===== src/rtl/irqc_pkg.sv =====
package irqc_pkg;
    typedef enum logic [1:0] {
        ST_IDLE    = 2'd0,
        ST_PRESENT = 2'd1,
        ST_ACK     = 2'd2
    } irqc_state_e;
endpackage


===== src/rtl/irqc_sync.sv =====
module irqc_sync #(
    parameter int WIDTH  = 4,
    parameter int STAGES = 2
) (
    input  logic             clk,
    input  logic             rst_n,
    input  logic [WIDTH-1:0] d,
    output logic [WIDTH-1:0] q
);
    logic [WIDTH-1:0] chain_q [STAGES];

    always_ff @(posedge clk or negedge rst_n) begin
        if (!rst_n) begin
            for (int s = 0; s < STAGES; s++) chain_q[s] <= '0;
        end else begin
            chain_q[0] <= d;
            for (int s = 1; s < STAGES; s++) chain_q[s] <= chain_q[s-1];
        end
    end

    assign q = chain_q[STAGES-1];
endmodule


===== src/rtl/irqc_detect.sv =====
module irqc_detect #(
    parameter int N = 4
) (
    input  logic         clk,
    input  logic         rst_n,
    input  logic [N-1:0] s,      // synchronized lines
    input  logic [N-1:0] level,  // 1 = level sensitive
    input  logic [N-1:0] dis,    // line ignored
    input  logic [N-1:0] clr,    // served edge clear
    output logic [N-1:0] pend
);
    logic [N-1:0] prev_q;
    logic [N-1:0] edge_q;

    for (genvar i = 0; i < N; i++) begin : g_line
        always_ff @(posedge clk or negedge rst_n) begin
            if (!rst_n) begin
                prev_q[i] <= 1'b0;
                edge_q[i] <= 1'b0;
            end else begin
                prev_q[i] <= s[i];
                if (dis[i] || level[i])
                    edge_q[i] <= 1'b0;
                else if (s[i] && !prev_q[i])
                    edge_q[i] <= 1'b1;   // new edge wins over a clear
                else if (clr[i])
                    edge_q[i] <= 1'b0;
            end
        end

        always_comb begin
            if (dis[i])        pend[i] = 1'b0;
            else if (level[i]) pend[i] = s[i];
            else               pend[i] = edge_q[i];
        end

        // a latched edge stays pending until cleared
        a_r7_edge_hold: assert property (@(posedge clk) disable iff (!rst_n)
            (pend[i] && !level[i] && !dis[i] && !clr[i]) |=>
            (pend[i] || level[i] || dis[i]));

        // a fresh synchronized rise in edge mode is recorded
        a_r7_edge_capture: assert property (@(posedge clk) disable iff (!rst_n)
            (s[i] && !prev_q[i] && !level[i] && !dis[i]) |=>
            (edge_q[i] || level[i] || dis[i]));
    end
endmodule


===== src/rtl/irqc_arbiter.sv =====
module irqc_arbiter
    import irqc_pkg::*;
#(
    parameter int N         = 4,
    parameter int NUM_ACK   = 2,
    parameter int TYPE_W    = 8,
    parameter int NMI_TYPE  = 2,
    parameter int MASK_BASE = 12
) (
    input  logic               clk,
    input  logic               rst_n,
    input  logic               boundary,
    input  logic               core_ack,
    input  logic               gie,
    input  logic               nmi_pend,
    input  logic [N-1:0]       irq_pend,
    input  logic [NUM_ACK-1:0] ack_mode,
    output logic               int_pending,
    output logic [TYPE_W-1:0]  int_type,
    output logic               clr_nmi,
    output logic [N-1:0]       clr_irq,
    output logic [NUM_ACK-1:0] ack_out_n
);
    localparam int IDX_W = (N > 1) ? $clog2(N) : 1;

    irqc_state_e      state_q, state_d;
    logic             sel_nmi_q;
    logic [IDX_W-1:0] sel_idx_q;
    logic             any_mask;
    logic [IDX_W-1:0] low_idx;
    logic             take;

    // fixed order: lowest index wins
    always_comb begin
        any_mask = 1'b0;
        low_idx  = '0;
        for (int i = N - 1; i >= 0; i--) begin
            if (irq_pend[i]) begin
                any_mask = 1'b1;
                low_idx  = IDX_W'(i);
            end
        end
    end

    assign take = boundary && (nmi_pend || (gie && any_mask));

    // next state
    always_comb begin
        state_d = state_q;
        unique case (state_q)
            ST_IDLE:    if (take)     state_d = ST_PRESENT;  // take
            ST_PRESENT: if (core_ack) state_d = ST_ACK;      // accept
            ST_ACK:                   state_d = ST_IDLE;     // release
            default:                  state_d = ST_IDLE;
        endcase
    end

    // state register and selection latch
    always_ff @(posedge clk or negedge rst_n) begin
        if (!rst_n) begin
            state_q   <= ST_IDLE;
            sel_nmi_q <= 1'b0;
            sel_idx_q <= '0;
        end else begin
            state_q <= state_d;
            if (state_q == ST_IDLE && take) begin
                sel_nmi_q <= nmi_pend;
                sel_idx_q <= low_idx;
            end
        end
    end

    // outputs
    always_comb begin
        int_pending = (state_q == ST_PRESENT);
        int_type    = sel_nmi_q ? TYPE_W'(NMI_TYPE)
                                : TYPE_W'(MASK_BASE) + TYPE_W'(sel_idx_q);
        clr_nmi     = (state_q == ST_PRESENT) && core_ack && sel_nmi_q;
        clr_irq     = '0;
        if ((state_q == ST_PRESENT) && core_ack && !sel_nmi_q)
            clr_irq[sel_idx_q] = 1'b1;
        for (int k = 0; k < NUM_ACK; k++)
            ack_out_n[k] = !((state_q == ST_ACK) && !sel_nmi_q &&
                             (sel_idx_q == IDX_W'(k)) && ack_mode[k]);
    end

    // an offer only begins after a boundary
    a_r2_boundary_only: assert property (@(posedge clk) disable iff (!rst_n)
        $rose(int_pending) |-> $past(boundary));

    // non-maskable wins when taken together
    a_r4_nmi_first: assert property (@(posedge clk) disable iff (!rst_n)
        (state_q == ST_IDLE && boundary && nmi_pend) |=>
        (int_pending && int_type == TYPE_W'(NMI_TYPE)));

    // held offer keeps its type
    a_r9_type_stable: assert property (@(posedge clk) disable iff (!rst_n)
        (int_pending && !core_ack) |=> (int_pending && $stable(int_type)));

    // at most one strobe at a time
    a_r10_ack_onehot: assert property (@(posedge clk) disable iff (!rst_n)
        $onehot0(~ack_out_n));

    for (genvar k = 0; k < NUM_ACK; k++) begin : g_ackchk
        // strobe silent when line is a plain input
        a_r10_ack_quiet: assert property (@(posedge clk) disable iff (!rst_n)
            !ack_mode[k] |-> ack_out_n[k]);
    end
endmodule


===== src/rtl/irqc_capture.sv =====
module irqc_capture #(
    parameter int N_IRQ     = 4,
    parameter int N_ACK     = 2,
    parameter int SYNC_LEN  = 2,
    parameter int TYPE_W    = 8,
    parameter int NMI_TYPE  = 2,
    parameter int MASK_BASE = 12
) (
    input  logic              clk,
    input  logic              rst_n,
    input  logic              nmi_req,
    input  logic [N_IRQ-1:0]  irq_req,
    input  logic [N_IRQ-1:0]  trig_level,
    input  logic [N_ACK-1:0]  ack_mode,
    input  logic              int_enable,
    input  logic              boundary,
    input  logic              core_ack,
    output logic              int_pending,
    output logic [TYPE_W-1:0] int_type,
    output logic [N_ACK-1:0]  ack_out_n
);
    localparam int FIRST_ACK_LINE = N_IRQ - N_ACK;

    logic             nmi_s;
    logic [N_IRQ-1:0] irq_s;
    logic             nmi_pend;
    logic [N_IRQ-1:0] irq_pend;
    logic             clr_nmi;
    logic [N_IRQ-1:0] clr_irq;
    logic [N_IRQ-1:0] line_dis;

    always_comb begin
        line_dis = '0;
        for (int k = 0; k < N_ACK; k++)
            line_dis[FIRST_ACK_LINE + k] = ack_mode[k];
    end

    irqc_sync #(.WIDTH(1), .STAGES(SYNC_LEN)) u_nmi_sync (
        .clk(clk), .rst_n(rst_n), .d(nmi_req), .q(nmi_s));

    irqc_sync #(.WIDTH(N_IRQ), .STAGES(SYNC_LEN)) u_irq_sync (
        .clk(clk), .rst_n(rst_n), .d(irq_req), .q(irq_s));

    irqc_detect #(.N(1)) u_nmi_det (
        .clk(clk), .rst_n(rst_n), .s(nmi_s), .level(1'b0), .dis(1'b0),
        .clr(clr_nmi), .pend(nmi_pend));

    irqc_detect #(.N(N_IRQ)) u_irq_det (
        .clk(clk), .rst_n(rst_n), .s(irq_s), .level(trig_level), .dis(line_dis),
        .clr(clr_irq), .pend(irq_pend));

    irqc_arbiter #(
        .N(N_IRQ), .NUM_ACK(N_ACK), .TYPE_W(TYPE_W),
        .NMI_TYPE(NMI_TYPE), .MASK_BASE(MASK_BASE)
    ) u_arb (
        .clk(clk), .rst_n(rst_n), .boundary(boundary), .core_ack(core_ack),
        .gie(int_enable), .nmi_pend(nmi_pend), .irq_pend(irq_pend),
        .ack_mode(ack_mode), .int_pending(int_pending), .int_type(int_type),
        .clr_nmi(clr_nmi), .clr_irq(clr_irq), .ack_out_n(ack_out_n));

    // a maskable offer only begins with the enable set
    a_r6_gie_gate: assert property (@(posedge clk) disable iff (!rst_n)
        ($rose(int_pending) && int_type != TYPE_W'(NMI_TYPE)) |-> $past(int_enable));

    // the non-maskable latch is never lost without service
    a_r3_nmi_kept: assert property (@(posedge clk) disable iff (!rst_n)
        (nmi_pend && !clr_nmi) |=> nmi_pend);
endmodule


===== config.mk =====
export PLATFORM = sky130hd
export DESIGN_NAME = irqc_capture
export DESIGN_NICKNAME = d
export VERILOG_FILES = /design/src/rtl/irqc_pkg.sv /design/src/rtl/irqc_sync.sv /design/src/rtl/irqc_detect.sv /design/src/rtl/irqc_arbiter.sv /design/src/rtl/irqc_capture.sv
export SDC_FILE = /design/constraint.sdc
export NUM_CORES = 1
export LEC_CHECK = 0
export ABC_AREA = 1
export BUFFER_PORTS_ARGS = -buffer_cell sky130_fd_sc_hd__buf_2
export CAP_MARGIN = 20
export CORE_MARGIN = 5
export CORE_UTILIZATION = 45
export CTS_BUF_LIST = sky130_fd_sc_hd__clkbuf_8
export CTS_CLUSTER_SIZE = 14
export DETAILED_ROUTE_END_ITERATION = 8
export PLACE_DENSITY = 0.83
export SLEW_MARGIN = 10
export SYNTH_ARGS = -nofsm -noshare
export SYNTH_HDL_FRONTEND = slang
export SYNTH_SLANG_ARGS = --single-unit

===== constraint.sdc =====
create_clock -name clk -period 1 [get_ports clk]
set_input_delay 0.05 -clock clk [delete_from_list [all_inputs] [get_ports clk]]
set_output_delay 0.05 -clock clk [all_outputs]
set_load 0.02 [all_outputs]

==> results.cfg <==
[floorplan]
ios = 27
num_rows = 17
core_mm2 = 0.00219
die_y_um = 57.5
dieArea_mm2 = 0.00331
start_util_pct = 46.4
die_w_um = 57.5

[clock_tree]
cts_made_buffers = 3
cts_tree = done
cts-root-buf = clkbuf_8
clk_pin_slew_ps = 80
clk_latency_ps = 260
cts.htree.levels = 1
numClockSinks = 25
ctsLongestPathBuffers = 2

[synthesis]
synthCells = 104
synth_top_area_share_pct = 61.5
synth_cell_type_count = 22
synth-edff-count = 0
syn_area_mm2 = 0.00102
ys_seq_elements = 25
yosys-top-cells-count = dfrtp_1, nand2_1, inv_1
yosysMostFrequentCell = dfrtp_1
synthArstFlopShare_pct = 100
ys_seq_area_share_pct = 61.5
synth_top_area_cell = dfrtp_1
ys_top_cells_by_area = dfrtp_1, nand2_1, inv_1
ys.flop_type = dfrtp_1
yosysWarnings = 0
syn_area_per_cell_um2 = 9.78

[worst_setup_path]
cp-endpoint = ack_out_n[1]
path_max_fanout = 4
ff2ff_setup_slack_ps = -210
worst-path-stages = 3
critPathArrivalTime_ps = 1180
path_buf_inv = 1
crit_type = flop to primary output
reg2reg_to = u_arb.sel_idx_q[1]$_DFFE_PN0P_
path_delay_family = flip-flops
setup.worst_path.end_class = primary output
slowest_stage = dfrtp_2
slowest_delay_ps = 470
critPathLaunchType = flop
r2r_start = u_arb.state_q[0]$_DFFE_PN0P_
r2r_cells = 5
crit_start = u_arb.state_q[0]$_DFFE_PN0P_
crit_chain = nor3_4, nand4_1, buf_2
critPathRequiredTime_ps = 950

[sta]
report.final.slew_viol_count = 0
worstMarginPinSlew_ps = 532
fmax_mhz = 810
setup_viol = 17
setup_tns_ps = -2550
fin_hold_ws_ps = 1.40
rsz0062_at_grt = yes
worst_slack_ps = -234
layout_min_cycle_time_ps = 1230
slew_headroom_pct = 64.5
hold_violations = 0
post-route-period-util_pct = 123
fin_skew_ps = 1.75

[finish]
final_cell_area_mm2 = 0.00148
num_antenna_cells = 0
final-instance-count-excl-fill = 177
num-fill-cells = 175
drive_gt1_share_pct = 45.6
nets = 166
syn2layout_area_growth_pct = 45.5

[routing]
drt-initial-drc-count = 11
routed_via_density = 4.67
vias = 826
wl_per_cell_um = 12.5
ant_nets = 0
firstDrtPassIters = 4
finalWirelength_um = 2210
drc = 0

[placed_design]
io_buffers = 22
gp_congestion = 0.786
dpl-instance-area_mm2 = 0.00120
place_inst = 159
place_hpwl_um = 1460

[global_routing]
grt_pass1_wl_um = 3580
antenna_found_initial = 0
grtUsageTotal_pct = 14.0
overflow = 0
first_global_vias = 826
grt_start_max_net_pins = 26

[power_and_ir_drop]
p_total_mw = 3.14
leakagePower_nw = 0.748
ir_drop_v = 0.00120
powerDensity_mw_per_mm2 = 2120

[run_status]
violations = negative setup slack
status = finished, violations left

[flow_run]
drv_cap = 0

[worst_hold_path]
min_path_type = input port to flop
[layout by cell type, fill, tap and decap left out, drive strengths merged]
cell type / count
o211ai: 1
nor3b: 1
o22ai: 1
nand4: 3
nor2: 9
buf: 36
conb: 4
clkbuf: 3
a21oi: 3
and2: 1
dlygate4sd3: 7
nor3: 2
nand3: 6
inv: 16
o21ai: 3
nor4: 2
o2111ai: 1
nand3b: 1
nand2: 24
dfrtp: 25
[per-stage QoR]
step	setup slack, ps	util (%)
detailed placement	-182	54.8
finish	-234	67.6
global route	-314	67.6
floorplan	-43.6	-
global placement	-147	54.8
CTS	-236	62.9
[cells by family after synthesis]
logic type	count (synthesis)	share of synthesized area [%]
simple gates	49	23.7
flops	25	61.5
buf+inv	20	9.23
compound gates	9	5.17
other cells	1	0.369
[routing by layer]
metal | vias to the layer above | routed length (um) | GRT usage [%]
met5 | - | 0 | 0
met4 | 0 | 17 | 4.97
met3 | 2 | 133 | 3.17
met2 | 27 | 1160 | 24.2
met1 | 385 | 894 | 17.1
li1 | 412 | - | -
[report_power, final]
part / internal [mW] / leakage (nW) / switching (mW)
combinational: 0.598 / 0.422 / 0.652
clock: 0.274 / 0.0269 / 0.296
sequential: 1.16 / 0.299 / 0.160
total: 2.03 / 0.748 / 1.11
[worst min-delay path by stage]
stage,start,to,slack (ps),cells past startpoint
3_5_place_dp,rst_n,u_irq_sync.chain_q[7]$_DFF_PN0_,70,1
3_3_place_gp,rst_n,u_irq_sync.chain_q[7]$_DFF_PN0_,50,1
4_1_cts,ack_mode[1],u_irq_det.edge_q[3]$_DFFE_PN0P_,3,2
6_report,ack_mode[1],u_irq_det.edge_q[3]$_DFFE_PN0P_,1,2
5_1_grt,ack_mode[1],u_irq_det.edge_q[3]$_DFFE_PN0P_,10,2
2_1_floorplan,rst_n,u_arb.sel_idx_q[0]$_DFFE_PN0P_,-250,0
[final cells by class]
type                    instances  area (um^2)  area share, %
flip-flops and latches         25          628           42.4
clock inverters                 1         3.75          0.254
clock buffers                   3         41.3           2.79
well taps                      28         35.0           2.37
repair buffers                 43          320           21.6
multi-input cells              62          388           26.2
inverters                      15         63.8           4.31
[flip-flops by register name, indices dropped and copies added (netlist names)]
register            flops
u_nmi_det.prev_q        1
u_nmi_sync.chain_q      1
u_irq_sync.chain_q      4
u_arb.sel_idx_q         2
u_irq_sync.q            4
u_nmi_det.edge_q        1
u_irq_det.prev_q        4
u_nmi_sync.q            1
u_irq_det.edge_q        4
u_arb.state_q           2
u_arb.sel_nmi_q         1
[repair_timing]
| item | CTS | global route |
|---|---|---|
| gates cloned | 0 | 0 |
| gates resized for setup | 18 | 20 |
| hold buffers | 7 | 0 |
| setup endpoints to repair | 16 | 16 |
| hold endpoints to repair | 31 | 0 |
| setup buffers | 2 | 5 |
| pin swaps | 1 | 4 |
No activity file was read; power rests on OpenSTA's default activity.
